`src/rtl/slot_pager_pkg.sv`:
```
package slot_pager_pkg;

    localparam int SLOT_CNT   = 8;
    localparam int PAGE_W     = 8;
    localparam int CPU_AW     = 16;
    localparam int SLOT_W     = $clog2(SLOT_CNT);
    localparam int OFFS_W     = CPU_AW - SLOT_W;
    localparam int PHYS_W     = PAGE_W + OFFS_W;
    localparam int BANK_W     = PAGE_W - 1;
    localparam int RAM_PAGES  = 224;
    localparam int ROM_PAGE   = (1 << PAGE_W) - 1;
    localparam int ROM_SLOTS  = 2;
    localparam int MIRROR_LO  = 6;

    typedef logic [PAGE_W-1:0] page_t;
    typedef logic [SLOT_CNT-1:0][PAGE_W-1:0] page_vec_t;

    typedef enum logic [1:0] {
        ACC_NONE = 2'd0,
        ACC_RAM  = 2'd1,
        ACC_ROM  = 2'd2,
        ACC_BAD  = 2'd3
    } acc_kind_e;

    typedef struct packed {
        page_t             page;
        logic [OFFS_W-1:0] offs;
    } phys_t;

    function automatic page_t reset_page(input int slot);
        case (slot)
            0, 1:    return page_t'(ROM_PAGE);
            2:       return page_t'(10);
            3:       return page_t'(11);
            4:       return page_t'(4);
            5:       return page_t'(5);
            6:       return page_t'(0);
            default: return page_t'(1);
        endcase
    endfunction

    function automatic page_vec_t reset_image();
        page_vec_t v;
        for (int s = 0; s < SLOT_CNT; s++) v[s] = reset_page(s);
        return v;
    endfunction

    function automatic acc_kind_e classify(input page_t pg, input logic rom_slot);
        if (int'(pg) < RAM_PAGES)                  return ACC_RAM;
        else if (int'(pg) == ROM_PAGE && rom_slot) return ACC_ROM;
        else                                       return ACC_BAD;
    endfunction

endpackage

```
`src/rtl/bank_mirror.sv`:
```
module bank_mirror
    import slot_pager_pkg::*;
(
    input  logic              leg_wr,
    input  logic [BANK_W-1:0] leg_bank,
    output logic [SLOT_CNT-1:0] ovr_en,
    output page_vec_t         ovr_val
);

    for (genvar s = 0; s < SLOT_CNT; s++) begin : g_slot
        if (s < ROM_SLOTS) begin : g_rom
            assign ovr_en[s]  = leg_wr;
            assign ovr_val[s] = page_t'(ROM_PAGE);
        end else if (s >= MIRROR_LO && s < MIRROR_LO + 2) begin : g_pair
            assign ovr_en[s]  = leg_wr;
            assign ovr_val[s] = {leg_bank, 1'(s - MIRROR_LO)};
        end else begin : g_none
            assign ovr_en[s]  = 1'b0;
            assign ovr_val[s] = '0;
        end
    end

endmodule

```
`src/rtl/slot_reg_bank.sv`:
```
module slot_reg_bank
    import slot_pager_pkg::*;
(
    input  logic                clk,
    input  logic                rst,
    input  logic                idx_wr,
    input  logic [SLOT_W-1:0]   idx_sel,
    input  page_t               idx_data,
    input  logic [SLOT_CNT-1:0] ovr_en,
    input  page_vec_t           ovr_val,
    output page_vec_t           slot_q
);

    for (genvar s = 0; s < SLOT_CNT; s++) begin : g_reg
        always_ff @(posedge clk) begin
            if (rst)
                slot_q[s] <= reset_page(s);
            else if (ovr_en[s])
                slot_q[s] <= ovr_val[s];
            else if (idx_wr && idx_sel == SLOT_W'(s))
                slot_q[s] <= idx_data;
        end
    end

    // reset image
    p_reset_image_r2: assert property (@(posedge clk) rst |=> slot_q == reset_image());

    // an indexed write that no override shadows lands next cycle
    p_idx_write_r3: assert property (@(posedge clk) disable iff (rst)
        (idx_wr && !ovr_en[idx_sel]) |=> slot_q[$past(idx_sel)] == $past(idx_data));

    // registers hold without any write
    p_hold_r3: assert property (@(posedge clk) disable iff (rst)
        (!idx_wr && ovr_en == '0) |=> $stable(slot_q));

endmodule

```
`src/rtl/addr_xlate.sv`:
```
module addr_xlate
    import slot_pager_pkg::*;
(
    input  logic              clk,
    input  logic              rst,
    input  page_vec_t         slot_q,
    input  logic              cpu_req,
    input  logic [CPU_AW-1:0] cpu_addr,
    output phys_t             phys,
    output logic              ram_sel,
    output logic              rom_sel,
    output logic              unmapped
);

    logic [SLOT_W-1:0] slot;
    page_t             pg;
    acc_kind_e         kind;

    assign slot = cpu_addr[CPU_AW-1 -: SLOT_W];
    assign pg   = slot_q[slot];

    always_comb begin
        phys.page = pg;
        phys.offs = cpu_addr[OFFS_W-1:0];
        kind      = cpu_req ? classify(pg, int'(slot) < ROM_SLOTS) : ACC_NONE;
        ram_sel   = (kind == ACC_RAM);
        rom_sel   = (kind == ACC_ROM);
        unmapped  = (kind == ACC_BAD);
    end

    // no flag without a request
    p_idle_quiet_r9: assert property (@(posedge clk) disable iff (rst)
        !cpu_req |-> !(ram_sel || rom_sel || unmapped));

    // a request raises exactly one flag
    p_one_kind_r6: assert property (@(posedge clk) disable iff (rst)
        cpu_req |-> $countones({ram_sel, rom_sel, unmapped}) == 1);

    // ROM only in the lowest windows
    p_rom_low_r4: assert property (@(posedge clk) disable iff (rst)
        rom_sel |-> (int'(slot) < ROM_SLOTS && int'(phys.page) == ROM_PAGE));

endmodule

```
`src/rtl/slot_pager.sv`:
```
module slot_pager
    import slot_pager_pkg::*;
(
    input  logic              clk,
    input  logic              rst,
    input  logic              reg_wr,
    input  logic [SLOT_W-1:0] reg_idx,
    input  logic [PAGE_W-1:0] reg_wdata,
    output logic [PAGE_W-1:0] reg_rdata,
    input  logic              leg_wr,
    input  logic [BANK_W-1:0] leg_bank,
    input  logic              cpu_req,
    input  logic [CPU_AW-1:0] cpu_addr,
    output logic [PHYS_W-1:0] phys_addr,
    output logic              ram_sel,
    output logic              rom_sel,
    output logic              unmapped
);

    logic [SLOT_CNT-1:0] ovr_en;
    page_vec_t           ovr_val;
    page_vec_t           slot_q;
    phys_t               phys;

    bank_mirror u_mirror (
        .leg_wr   (leg_wr),
        .leg_bank (leg_bank),
        .ovr_en   (ovr_en),
        .ovr_val  (ovr_val)
    );

    slot_reg_bank u_regs (
        .clk      (clk),
        .rst      (rst),
        .idx_wr   (reg_wr),
        .idx_sel  (reg_idx),
        .idx_data (reg_wdata),
        .ovr_en   (ovr_en),
        .ovr_val  (ovr_val),
        .slot_q   (slot_q)
    );

    addr_xlate u_xlate (
        .clk      (clk),
        .rst      (rst),
        .slot_q   (slot_q),
        .cpu_req  (cpu_req),
        .cpu_addr (cpu_addr),
        .phys     (phys),
        .ram_sel  (ram_sel),
        .rom_sel  (rom_sel),
        .unmapped (unmapped)
    );

    assign reg_rdata = slot_q[reg_idx];
    assign phys_addr = phys;

    // legacy write forces the low windows to the ROM page
    p_leg_rom_r7: assert property (@(posedge clk) disable iff (rst)
        leg_wr |=> (int'(slot_q[0]) == ROM_PAGE && int'(slot_q[1]) == ROM_PAGE));

    // legacy write maps both halves of the bank
    p_leg_pair_r7: assert property (@(posedge clk) disable iff (rst)
        leg_wr |=> (slot_q[MIRROR_LO] == {$past(leg_bank), 1'b0} &&
                    slot_q[MIRROR_LO+1] == {$past(leg_bank), 1'b1}));

    // middle windows are untouched by a legacy-only write
    p_leg_mid_r7: assert property (@(posedge clk) disable iff (rst)
        (leg_wr && !reg_wr) |=> slot_q[MIRROR_LO-1:ROM_SLOTS] == $past(slot_q[MIRROR_LO-1:ROM_SLOTS]));

endmodule

```
`config.mk`:
```
export PLATFORM = sky130hd
export DESIGN_NAME = slot_pager
export DESIGN_NICKNAME = d
export VERILOG_FILES = /design/src/rtl/slot_pager_pkg.sv /design/src/rtl/bank_mirror.sv /design/src/rtl/slot_reg_bank.sv /design/src/rtl/addr_xlate.sv /design/src/rtl/slot_pager.sv
export SDC_FILE = /design/constraint.sdc
export NUM_CORES = 1
export LEC_CHECK = 0
export ABC_AREA = 0
export BUFFER_PORTS_ARGS = -buffer_cell sky130_fd_sc_hd__buf_2
export CAP_MARGIN = 20
export CORE_MARGIN = 2
export CORE_UTILIZATION = 55
export DETAILED_ROUTE_END_ITERATION = 12
export PLACE_DENSITY = 0.8
export SETUP_SLACK_MARGIN = 0.02
export SLEW_MARGIN = 20
export SYNTH_ARGS = -nofsm -noshare
export SYNTH_HDL_FRONTEND = slang
export SYNTH_SLANG_ARGS = --single-unit
```
`constraint.sdc`:
```
create_clock -name clk -period 1.8 [get_ports clk]
set_input_delay 0.18 -clock clk [delete_from_list [all_inputs] [get_ports clk]]
set_output_delay 0.18 -clock clk [all_outputs]
set_load 0.02 [all_outputs]
```
==> results of run 1 <==
[synthesized netlist by cell type]
cell       n
mux2i_1   20
nand3_2    1
nand2_1   84
nor3b_2    1
dfxtp_1   64
nand4_1    1
a31oi_4    1
a21oi_1   19
nor2b_1    4
mux4_2    28
buf_4     16
nand3b_1   6
buf_6      3
inv_1      1
or2_1      1
a211oi_1  14
nor2_1    25
nor3_2     2
buf_1      1
and3_1     1
o21ai_0    1
clkbuf_1  10
mux4_1     2
o21bai_2   1
a211o_1    3
mux2_2    12
nor4_1     1
nand2b_1   2
nand3_1   20
nand4_2    1
nor2b_2    1
nor3_1     1
buf_2      7
nand2b_2   1
mux2_4     4
[layout make-up]
type / instances / share of cell area
inverters: 1 / 0.000829
clock inverters: 6 / 0.0202
repair buffers: 93 / 0.174
well taps: 77 / 0.0213
clock buffers: 10 / 0.0304
flip-flops and latches: 64 / 0.293
multi-input cells: 258 / 0.460
[through the flow]
stage | utilization | area, µm² | power, mW | worst slack (ns) | setup TNS (ns)
after floorplan | - | 3550 | 1.94 | 0.163 | 0
after global placement | 0.626 | 3950 | 2.10 | 0.0331 | 0
after detailed placement | 0.626 | 3950 | 2.12 | -0.0191 | -0.0191
after CTS | 0.690 | 4360 | 3.55 | -0.168 | -0.747
after global routing | 0.717 | 4530 | 3.74 | -0.261 | -1.61
final | 0.717 | 4530 | 3.64 | -0.242 | -1.37
[kinds of logic (layout without fill, tap and decap cells)]
logic type,after synthesis,after routing
AO/OA/AOI/OAI,39,39
multiplexers,66,66
AND/OR/NAND/NOR,153,153
buffers and inverters,38,110
flip-flops,64,64
[layer usage]
layer	wire length, µm	GRT usage
met1	4120	0.367
met2	5680	0.500
met3	1240	0.0718
met4	669	0.186
met5	0	0
[worst max path at each step]
stage,start,depth (start not counted),to,slack (ns)
4_1_cts,u_regs.slot_q[46]$_SDFFE_PP0P_,4,ram_sel,-0.17
5_1_grt,u_regs.slot_q[11]$_SDFFE_PP1P_,5,unmapped,-0.26
6_report,u_regs.slot_q[11]$_SDFFE_PP1P_,5,unmapped,-0.24
3_5_place_dp,cpu_addr[13],6,ram_sel,-0.02
2_1_floorplan,cpu_addr[13],5,unmapped,0.16
3_3_place_gp,cpu_addr[13],7,unmapped,0.03
[critical path, cell delays in order (launching register included)]
cell and delay, ns:
dfxtp_1 0.34, mux4_2 0.50, mux2_4 0.32, nand3_4 0.09, nor2b_4 0.15, buf_6 0.12
[power by group through the flow]
| stage | Combinational [mW] | Sequential, mW | Clock, mW |
|---|---|---|---|
| 6_report | 0.697 | 1.52 | 1.43 |
| 5_1_grt | 0.729 | 1.52 | 1.50 |
| 4_1_cts | 0.627 | 1.51 | 1.41 |
| 3_5_place_dp | 0.580 | 1.54 | 0 |
| 3_3_place_gp | 0.564 | 1.53 | 0 |
| 2_1_floorplan | 0.426 | 1.52 | 0 |
[repair_timing]
action | 4_1_cts | 5_1_grt
hold buffers | 0 | 0
setup buffers | 10 | 7
setup endpoints to repair | 10 | 18
pin swaps | 2 | 2
resized for setup | 43 | 45
==> impl_metrics.toml, run 1 <==
[run_status]
status = "complete, but fails checks"
violations = "setup timing"

[power_and_ir_drop]
combPwrFrac = 0.191
powerDensity_mw_per_mm2 = 805
power_frac_seq = 0.417
leakagePower_nw = 1.89
power.internal_mw = 2.64
sw_frac_of_total = 0.275
pwr-share-clk = 0.392
switchingPower_mw = 1.00
vdd.ir_drop.worst_v = 0.000734

[global_routing]
grt_usage = 0.306
antenna_found_initial = 0
grt_pass1_wl_mm = 16.8
overflow = 0
grt_max_degree = 48
first_global_vias = 3364

[timing]
rsz0062_at_grt = "true"
setup_violations = 10
fin_hold_ws_ns = 0.137
tightest_slew_ns = 0.551
finalCritPeriodShare = 1.13
layout_min_cycle_time_ns = 2.04
slew_headroom = 0.631
finalWorstSetupSlack_ns = -0.242
slew_violations = 0
skew_ns = 0
fmax_mhz = 490
hold_violations = 0

[route]
drt-total-wl_mm = 11.7
first_pass_iters = 5
vias = 3398
ant_nets = 0
drt_iter0_drc = 476
post_drt_wl_per_cell_um = 23.0
drc = 0
vias_per_cell = 6.68

[worst_setup_path]
cp_max_fo = 3
worstPathRequired_ns = 1.62
r2r-start = "u_regs.slot_q[46]$_SDFFE_PP0P_"
critical_path_class = "flip-flop to output port"
r2r-end = "u_regs.slot_q[46]$_SDFFE_PP0P_"
critPathLaunchType = "flip-flop"
crit_arrival_ns = 1.86
rr_worst_depth = 5
reg2reg_slack_ns = 0.87
endpoint_kind = "output port"

[final_layout]
final_layout_size_suffix_gt1_frac = 0.463
final_cell_mix = "nand2_1, buf_4, dfxtp_2"
area_growth_pct = 27.5
largest-register = "u_regs.slot_q"
multi_input_area_mm2 = 0.00208
seq_area_mm2 = 0.00133
reg_top3 = "u_regs.slot_q (64)"
n_fill_cell = 417
largest_reg_flops = 64
finalNetCount = 466
final_common_cell = "nand2_1"
n_antenna_cell = 0
fin_cells = 509

[clock_network]
clock_sinks = 64
cts_tree = "yes"
htree_num_levels = 3
clock_latency_ns = 0.34
clk_pin_slew_worst_paths_ns = 0.07
clockRootBuffer = "clkbuf_8"
clockBufferDepth = 2
cts_buffers = 9

[yosys]
yosys.area.top_type_share = 0.361
synth_area_leaders = "dfxtp_1, mux4_2, nand2_1, mux2i_1, mux2_2"
synth_xor_area_frac = 0
syn_inst = 360
synthAdderAreaFrac = 0
avgSynthCellArea_um2 = 9.87
synth_nets = 399
ys_types = 35
synth_compound_area_frac = 0.0743
yosys_register_bits = 64
ys_seq_area_frac = 0.361
yosys.area_share.simple = 0.195
yosys_warnings = 0
synthMuxAreaShare = 0.304
syn-cell-area_mm2 = 0.00355
synth_top_family_by_area = "multiplexers"
synth_top_area_cell = "dfxtp_1"

[min_path]
hold_path_end = "u_regs.slot_q[35]$_SDFFE_PP0P_"
whs_path_depth = 3
min_from = "reg_wdata[3]"
hp-class = "primary input to flip-flop"

[die]
rows = 29
die_x_um = 84.4
fp.dieH_um = 84.4
die_area_mm2 = 0.00712
start_util = 0.563
core_area_mm2 = 0.00631
pin_count = 71

[place]
dpl.hpwl_mm = 7.19
dp.cells = 476
io_buffers = 44
place_congestion = 0.920

[job]
maxCapViolations = 0
No activity file was read; power rests on OpenSTA's default activity.
==> inputs of run 2 (changes only) <==
SKIP_LAST_GASP = 1   (was default)
==> impl_metrics.toml, run 2 (synthesized netlist as in run 1, its figures left out) <==
[clock_network]
cts_tree = "yes"
clock_latency_ns = 0.35
clockRootBuffer = "clkbuf_8"
clockBufferDepth = 2
cts_buffers = 9
htree_num_levels = 3
clock_sinks = 64
clk_pin_slew_worst_paths_ns = 0.08

[timing]
slew_headroom = 0.621
finalCritPeriodShare = 1.12
tightest_slew_ns = 0.566
rsz0062_at_grt = "true"
skew_ns = 0
setup_violations = 10
slew_violations = 0
finalWorstSetupSlack_ns = -0.213
hold_violations = 0
layout_min_cycle_time_ns = 2.01
fmax_mhz = 497

[route]
first_pass_iters = 5
vias_per_cell = 6.58
drt-total-wl_mm = 11.3
ant_nets = 0
vias = 3349
drc = 0
post_drt_wl_per_cell_um = 22.2
drt_iter0_drc = 417

[die]
start_util = 0.563
die_x_um = 84.4
die_area_mm2 = 0.00712
fp.dieH_um = 84.4
rows = 29
pin_count = 71
core_area_mm2 = 0.00631

[worst_setup_path]
crit_chain = "mux4_2 > mux2_4 > a31oi_4 > buf_6"
r2r-start = "u_regs.slot_q[46]$_SDFFE_PP0P_"
cp_max_fo = 3
cpMaxStageDelayCell = "mux4_2"
cp_slowest_stage_delay_ns = 0.45
r2r-end = "u_regs.slot_q[46]$_SDFFE_PP0P_"
worstPathRequired_ns = 1.62
crit_arrival_ns = 1.83
critical_path_class = "flip-flop to output port"
reg2reg_slack_ns = 0.84
rr_worst_depth = 5
critPathLaunchType = "flip-flop"
crit_buf_inv = 1
endpoint_kind = "output port"
crit_family = "multiplexers"

[global_routing]
first_global_vias = 3364
grt_usage = 0.306
grt_pass1_wl_mm = 16.8
overflow = 0
antenna_found_initial = 0
grt_max_degree = 48

[place]
io_buffers = 44
place_ws_ns = -0.0191
placed_area_mm2 = 0.00395
place_congestion = 0.920
dpl.hpwl_mm = 7.19

[run_status]
status = "complete, but fails checks"
violations = "setup timing"

[job]
maxCapViolations = 0

[final_layout]
final_cell_mix = "nand2_1, buf_4, dfxtp_2"
final_layout_size_suffix_gt1_frac = 0.463
n_antenna_cell = 0
largest_reg_flops = 64
largest-register = "u_regs.slot_q"
reg_top3 = "u_regs.slot_q (64)"
fin_area_mm2 = 0.00452
finalNetCount = 466
post-route-util = 0.717
final_common_cell = "nand2_1"
area_growth_pct = 27.4

[power_and_ir_drop]
total_power_mw = 3.63
powerDensity_mw_per_mm2 = 802
leakagePower_nw = 1.89
vdd.ir_drop.worst_v = 0.000735

[min_path]
hold_path_end = "u_regs.slot_q[35]$_SDFFE_PP0P_"
min_from = "reg_wdata[3]"
hp-class = "primary input to flip-flop"
whs_path_depth = 3
==> run 2: cell count changes in the layout (fill, tap and decap cells not counted) <==
cell / delta
buf_6: -1
buf_4: +1
==> run 2: where the power goes <==
group          switching (mW)  internal, mW  leakage (nW)
clock network           0.598         0.824         0.117
registers              0.0448          1.47         0.524
logic                   0.347         0.344          1.25
total                   0.990          2.64          1.89
==> run 2: per-stage QoR <==
stage | instances | TNS [ns] | hold WS (ns)
3_5_place_dp | 476 | -0.0191 | 0.360
3_3_place_gp | 476 | 0 | 0.360
2_1_floorplan | 360 | 0 | 0.298
5_1_grt | 509 | -1.54 | 0.145
4_1_cts | 502 | -0.747 | 0.123
6_report | 509 | -1.27 | 0.134
==> run 2: area by class of cell <==
type	count	area, µm²
Timing Repair Buffer	93	786
Sequential cell	64	1330
Fill cell	420	1790
Clock buffer	10	138
Multi-Input combinational cell	258	2080
Inverter	1	3.75
Clock inverter	6	91.3
Tap cell	77	96.3
==> run 2: worst max-delay path by stage <==
stage / startpoint / endpoint / slack [ns] / cells past startpoint
floorplan: cpu_addr[13] / unmapped / 0.16 / 5
global placement: cpu_addr[13] / unmapped / 0.03 / 7
detailed placement: cpu_addr[13] / ram_sel / -0.02 / 6
CTS: u_regs.slot_q[46]$_SDFFE_PP0P_ / ram_sel / -0.17 / 4
global route: u_regs.slot_q[23]$_SDFFE_PP0P_ / ram_sel / -0.24 / 4
finish: u_regs.slot_q[23]$_SDFFE_PP0P_ / ram_sel / -0.21 / 4
==> run 2: timing repair <==
action,in CTS,in global routing
setup buffers,10,7
resized for setup,43,44
setup endpoints to repair,10,18
hold buffers,0,0
pin swaps,2,2
==> run 2: layer usage <==
| metal | vias up | global-route usage | wire, µm |
|---|---|---|---|
| met1 | 1604 | 0.367 | 3990 |
| met2 | 257 | 0.500 | 5520 |
| met4 | 0 | 0.186 | 563 |
| met3 | 67 | 0.0718 | 1200 |
| met5 | - | 0 | 0 |
| li1 | 1421 | - | - |
==> run 2: worst register-to-register path, cell delays in order (launching register included) <==
cell     delay [ns]
dfxtp_2        0.33
buf_4          0.13
buf_6          0.11
buf_4          0.12
nand2_1        0.05
a21oi_1        0.08
